==> config.mk <==
export PLATFORM = sky130hd
export DESIGN_NAME = sec_prescaler
export DESIGN_NICKNAME = d
export VERILOG_FILES = /design/src/rtl/sec_prescaler_pkg.sv /design/src/rtl/cal_word_reg.sv /design/src/rtl/sec_scheduler.sv /design/src/rtl/osc_divider.sv /design/src/rtl/sec_prescaler.sv
export SDC_FILE = /design/constraint.sdc
export NUM_CORES = 1
export LEC_CHECK = 0
export BUFFER_PORTS_ARGS = -buffer_cell sky130_fd_sc_hd__buf_2
export CELL_PAD_IN_SITES_DETAIL_PLACEMENT = 0
export CELL_PAD_IN_SITES_GLOBAL_PLACEMENT = 2
export CORE_MARGIN = 2
export CORE_UTILIZATION = 30
export DETAILED_ROUTE_END_ITERATION = 8
export PLACE_DENSITY = 0.76
export SYNTH_ARGS = -nofsm -noshare
export SYNTH_HDL_FRONTEND = slang
export SYNTH_HIERARCHICAL = 1
export SYNTH_SLANG_ARGS = --single-unit
==> constraint.sdc <==
create_clock -name clk -period 1.75 [get_ports clk]
set_clock_uncertainty 0.05 [all_clocks]
set_input_delay 0.35 -clock clk [delete_from_list [all_inputs] [get_ports clk]]
set_output_delay 0.35 -clock clk [all_outputs]
set_load 0.01 [all_outputs]
==> src/rtl/sec_prescaler_pkg.sv <==
package sec_prescaler_pkg;

  localparam int CAL_W = 16;

  // calibration word layout: mode | sign guard | signed step count
  typedef struct packed {
    logic       coarse;
    logic [6:0] guard;
    logic [7:0] steps;
  } cal_word_t;

  // bit 13 only: fine mode, no correction
  localparam logic [CAL_W-1:0] CAL_RESET = 16'h2000;

  function automatic logic guard_ok(input cal_word_t w);
    return w.guard == {1'b0, ~w.steps[7], {5{w.steps[7]}}};
  endfunction

endpackage

==> src/rtl/cal_word_reg.sv <==
module cal_word_reg
  import sec_prescaler_pkg::*;
(
  input  logic             clk,
  input  logic             rst_n,
  input  logic             we,
  input  logic [CAL_W-1:0] wdata,
  output cal_word_t        word
);

  cal_word_t word_q, word_d;
  cal_word_t wr_word;

  assign wr_word = cal_word_t'(wdata);

  always_comb begin
    word_d = word_q;
    if (we && guard_ok(wr_word)) word_d = wr_word;
  end

  always_ff @(posedge clk or negedge rst_n) begin
    if (!rst_n) word_q <= cal_word_t'(CAL_RESET);
    else        word_q <= word_d;
  end

  assign word = word_q;

  // a malformed write leaves the word alone
  a_r7_bad_write_ignored: assert property (@(posedge clk) disable iff (!rst_n)
    (we && !guard_ok(wr_word)) |=> $stable(word_q));

  // the stored word always carries a valid guard field
  a_r7_stored_guard_valid: assert property (@(posedge clk) disable iff (!rst_n)
    guard_ok(word_q));

endmodule

==> src/rtl/sec_scheduler.sv <==
module sec_scheduler
  import sec_prescaler_pkg::*;
#(
  parameter int DIV_LOG2     = 15,
  parameter int FINE_SHIFT   = 5,
  parameter int COARSE_SHIFT = 3
) (
  input  logic              clk,
  input  logic              rst_n,
  input  logic              boundary,
  input  cal_word_t         sw_word,
  output logic [DIV_LOG2:0] period
);

  localparam int PER_W = DIV_LOG2 + 1;
  localparam logic [PER_W-1:0] NOMINAL = PER_W'(1) << DIV_LOG2;
  localparam logic [FINE_SHIFT-1:0] COARSE_MASK = FINE_SHIFT'((1 << COARSE_SHIFT) - 1);

  cal_word_t             act_q, act_d;
  logic [FINE_SHIFT-1:0] sec_q, sec_d;
  logic                  corr_sec;
  logic [PER_W-1:0]      steps_ext;

  // first second of the interval selected by the active mode
  assign corr_sec  = act_q.coarse ? ((sec_q & COARSE_MASK) == '0) : (sec_q == '0);
  assign steps_ext = {{(PER_W-8){act_q.steps[7]}}, act_q.steps};
  assign period    = corr_sec ? (NOMINAL - steps_ext) : NOMINAL;

  always_comb begin
    act_d = act_q;
    sec_d = sec_q;
    if (boundary) begin
      act_d = sw_word;
      sec_d = sec_q + 1'b1;
    end
  end

  always_ff @(posedge clk or negedge rst_n) begin
    if (!rst_n) begin
      act_q <= cal_word_t'(CAL_RESET);
      sec_q <= '0;
    end else begin
      act_q <= act_d;
      sec_q <= sec_d;
    end
  end

  // the word in use changes only at a second boundary
  a_r9_active_held: assert property (@(posedge clk) disable iff (!rst_n)
    !boundary |=> $stable(act_q));

  // the seconds index moves only at a boundary
  a_r6_index_held: assert property (@(posedge clk) disable iff (!rst_n)
    !boundary |=> $stable(sec_q));

endmodule

==> src/rtl/osc_divider.sv <==
module osc_divider #(
  parameter int DIV_LOG2 = 15
) (
  input  logic              clk,
  input  logic              rst_n,
  input  logic              osc_en,
  input  logic [DIV_LOG2:0] period,
  output logic              boundary,
  output logic              tick
);

  localparam int PER_W = DIV_LOG2 + 1;

  logic [PER_W-1:0] cnt_q, cnt_d;
  logic             tick_q;

  assign boundary = osc_en && (cnt_q == period - PER_W'(1));

  always_comb begin
    cnt_d = cnt_q;
    if (osc_en) cnt_d = boundary ? '0 : cnt_q + 1'b1;
  end

  always_ff @(posedge clk or negedge rst_n) begin
    if (!rst_n) begin
      cnt_q  <= '0;
      tick_q <= 1'b0;
    end else begin
      cnt_q  <= cnt_d;
      tick_q <= boundary;
    end
  end

  assign tick = tick_q;

  // single-cycle strobe
  a_r3_tick_single: assert property (@(posedge clk) disable iff (!rst_n)
    tick_q |=> !tick_q);

  // a strobe always follows an oscillator enable
  a_r3_tick_after_osc: assert property (@(posedge clk) disable iff (!rst_n)
    tick_q |-> $past(osc_en));

  // the count never reaches the period in force
  a_r2_cnt_below_period: assert property (@(posedge clk) disable iff (!rst_n)
    cnt_q < period);

  // idle cycles do not move the count
  a_r3_idle_holds: assert property (@(posedge clk) disable iff (!rst_n)
    !osc_en |=> $stable(cnt_q));

endmodule

==> src/rtl/sec_prescaler.sv <==
module sec_prescaler
  import sec_prescaler_pkg::*;
#(
  parameter int DIV_LOG2     = 15,
  parameter int FINE_SHIFT   = 5,
  parameter int COARSE_SHIFT = 3
) (
  input  logic        clk,
  input  logic        rst_n,
  input  logic        osc_en,
  input  logic        cal_we,
  input  logic [15:0] cal_wdata,
  output logic [15:0] cal_rdata,
  output logic        sec_tick
);

  logic [1:0]        rst_pipe;
  logic              rst_n_sync;
  cal_word_t         word;
  logic              boundary;
  logic [DIV_LOG2:0] period;

  // asynchronous assert, synchronous release
  always_ff @(posedge clk or negedge rst_n) begin
    if (!rst_n) rst_pipe <= '0;
    else        rst_pipe <= {rst_pipe[0], 1'b1};
  end
  assign rst_n_sync = rst_pipe[1];

  cal_word_reg u_cal (
    .clk   (clk),
    .rst_n (rst_n_sync),
    .we    (cal_we),
    .wdata (cal_wdata),
    .word  (word)
  );

  sec_scheduler #(
    .DIV_LOG2     (DIV_LOG2),
    .FINE_SHIFT   (FINE_SHIFT),
    .COARSE_SHIFT (COARSE_SHIFT)
  ) u_sched (
    .clk      (clk),
    .rst_n    (rst_n_sync),
    .boundary (boundary),
    .sw_word  (word),
    .period   (period)
  );

  osc_divider #(
    .DIV_LOG2 (DIV_LOG2)
  ) u_div (
    .clk      (clk),
    .rst_n    (rst_n_sync),
    .osc_en   (osc_en),
    .period   (period),
    .boundary (boundary),
    .tick     (sec_tick)
  );

  assign cal_rdata = word;

endmodule

==> impl_metrics.tcl <==
set metrics [dict create \
    worstRegToRegCells 11 \
    critPathCapture "u_sched/act_q[6]" \
    rsz0062_at_grt "true" \
    core_area_um2 9820 \
    antenna_found_initial 0 \
    numClockSinks 49 \
    required_ns 1.90 \
    path_buf_inv 1 \
    status "complete, but fails checks" \
    crit_type "register to register" \
    clock_latency_ns 0.31 \
    num-nets-final 452 \
    dr.pass1.iters 5 \
    synth.top_cells.by_count "dfrtp_1 (48), mux2_2 (22), a21oi_1 (20), nor2_1 (20), xor2_1 (20)" \
    wirelength_um 7380 \
    holdWs_ns 0.150 \
    max_cap_viol_count 0 \
    ff2ff_setup_slack_ns -2.01 \
    place_ws_ns -2.04 \
    cts_setup_buffers 0 \
    grt.total_usage 0.145 \
    ys_seq_area_frac 0.401 \
    crit_chain "or4_4 > or4_4 > ha_4 > nor2_4 > or4b_4 > o31a_1 > o32a_1 > o21a_1 > nor3_4 > buf_12 > mux2_2" \
    holdCritPathClass "register to async pin" \
    crit_start "u_sched/act_q[3]" \
    grt_pass1_wl_um 13000 \
    cp_num_cells 11 \
    slowest_stage "or4_4" \
    syn2layout_area_growth_pct 42.7 \
    leakage_nw 2.07 \
    cp_common_cell "or4_4" \
    io_buffers 36 \
    cpPeakStageDelay_ns 0.53 \
    worstPathArrival_ns 3.91 \
    synth_most_common_cell "dfrtp_1" \
    ys.flop_type "dfrtp_1" \
    first_global_vias 2702 \
    multi_input_area_um2 1890 \
    synthesis.area_um2 3060 \
    route.detailed.drc 0 \
    grt_overflow_total 0 \
    async_flop_share 1.00 \
    drive_gt1_frac 0.464 \
    synth_seq_cells 49 \
    grt_max_degree 31 \
    synthCells 306 \
    reg2reg_to "u_sched/act_q[6]" \
    synth_top_cell_by_area "dfrtp_1" \
    reg2reg_from "u_sched/act_q[3]" \
    maxSlewViolCount 0 \
    drtIter0Drc 75 \
    p_per_area_nw_per_um2 659 \
    start_kind "register" \
    ir_drop_mv 0.359 \
    io_pins 37 \
    setup_viol 31 \
    synth.avg_cell_area_um2 9.99 \
    path_clk_slew_ns 0.10 \
    yosys_warnings 6 \
    fmax_mhz 266 \
    ctsLongestPathBuffers 2 \
    postRouteAntennaNets 0 \
    nFillCells 986 \
    htreeDepth 2 \
    fin_util 0.444 \
    synth_top_area_frac 0.393 \
    setup_ws_ns -2.01 \
    die_x_um 105 \
    design.die.area_um2 11000 \
    setup.worst_path.end_class "register" \
    cts_root_buf "clkbuf_8" \
    worstPathMaxFanout 12 \
    seq_area_um2 1230 \
    via_per_inst 4.75 \
    die_h_um 105 \
    yosysUniqueCellTypes 61 \
    num_antenna_cells 0 \
    synthTopCellsByArea "dfrtp_1 (39%), mux2_2 (8.1%), xor2_1 (5.7%)" \
    failed_checks "setup timing" \
    period_share 2.15 \
    synth_edf_count 0 \
    vias 2659 \
    syn-num-nets 332 \
    min_period_ns 3.76 \
    start_util 0.311 \
    fp-row-count 36 \
    routedWlPerCell_um 13.2 \
    numCtsBuffers 5 \
    cts_tree "built" \
    dp_hpwl_um 5990 \
    finalHoldViolCount 0 \
    finalWeightedCongestion 0.888 \
    critPathTopFamily "simple AND/OR/NAND/NOR gates" \
    tns_ns -59.03 \
]
## cells in the final DEF (no fill, tap or decap), types with 3 or more instances in the layout
| cell | Yosys | layout |
|---|---|---|
| a21oi_1 | 20 | 10 |
| a21oi_2 | 0 | 10 |
| and3_1 | 4 | 4 |
| and4_1 | 3 | 3 |
| buf_12 | 0 | 5 |
| buf_2 | 2 | 36 |
| buf_4 | 3 | 83 |
| clkbuf_8 | 0 | 5 |
| dfrtp_1 | 48 | 47 |
| ha_1 | 6 | 4 |
| inv_1 | 11 | 9 |
| mux2_2 | 22 | 14 |
| mux2_4 | 0 | 8 |
| nand2_1 | 17 | 17 |
| nand3_1 | 10 | 10 |
| nand4_1 | 7 | 7 |
| nor2_1 | 20 | 19 |
| nor3_1 | 13 | 11 |
| nor3b_1 | 4 | 4 |
| o21a_1 | 3 | 3 |
| o21ai_0 | 6 | 3 |
| o21ai_1 | 1 | 3 |
| or3_1 | 4 | 4 |
| or4_4 | 4 | 4 |
| xnor2_1 | 19 | 19 |
| xor2_1 | 20 | 20 |
## state kept, by name, summed over array words and instances, names as in the netlist
name and flops:
u_div/cnt_q 16, rst_pipe 2, u_cal/word 16, u_div/tick 1
u_sched/act_q 9, u_sched/sec_q 5
## kinds of logic after synthesis
family,Yosys count,synth area share
XOR/XNOR,40,0.119
buffers and inverters,24,0.0389
AO/OA/AOI/OAI,51,0.112
adder cells (fa/ha/maj),6,0.0245
AND/OR/NAND/NOR,112,0.218
multiplexers,23,0.0843
other,1,0.00123
flip-flops,49,0.401
## per-layer routing
metal	wire (um)	GRT usage
met1	3750	0.204
met2	3320	0.230
met3	216	0.0218
met4	95	0.0438
met5	0	0
## cell type report
cell class              instances  area share
repair buffers                126       0.212
inverters                      11     0.00946
flip-flops and latches         49       0.282
multi-input cells             233       0.432
well taps                     133      0.0381
clock buffers                   5      0.0158
clock inverters                 3      0.0109
## what timing repair did
item,in CTS,in global routing
hold endpoints to repair,2,0
hold buffers,1,0
cloned,0,0
endpoints found under the setup margin,31,31
gates resized for setup,1,5
pin swaps,1,4
## worst min-delay path by stage
stage | end | start | cells after the start
finish | u_div/cnt_q[12] | rst_pipe[1] | 0
global route | u_div/cnt_q[12] | rst_pipe[1] | 0
CTS | u_div/cnt_q[12] | rst_pipe[1] | 0
detailed placement | rst_pipe[0] | rst_n | 1
global placement | rst_pipe[0] | rst_n | 1
floorplan | rst_pipe[0] | rst_n | 0
## where the power goes
part / leakage (nW) / internal, mW / total, mW / switching (mW)
clock: 0.0591 / 0.436 / 0.848 / 0.412
sequential: 0.638 / 1.24 / 1.35 / 0.101
combinational: 1.38 / 0.373 / 0.683 / 0.310
## metrics by stage
step	instances	total power, mW	area, um2
after global routing	560	3.07	4360
after CTS	560	2.93	4340
final	560	2.88	4360
after detailed placement	551	2.06	4210
after global placement	551	2.03	4210
after floorplan	306	1.76	3240
## worst reg2reg max path: stages, from the launching register on
cell	delay, ns
dfrtp_1	0.39
or4_4	0.53
or4_4	0.46
ha_4	0.30
nor2_4	0.04
or4b_4	0.50
o31a_1	0.25
o32a_1	0.35
o21a_1	0.15
nor3_4	0.16
buf_12	0.16
mux2_2	0.33
(Power assumes the default switching activity.)
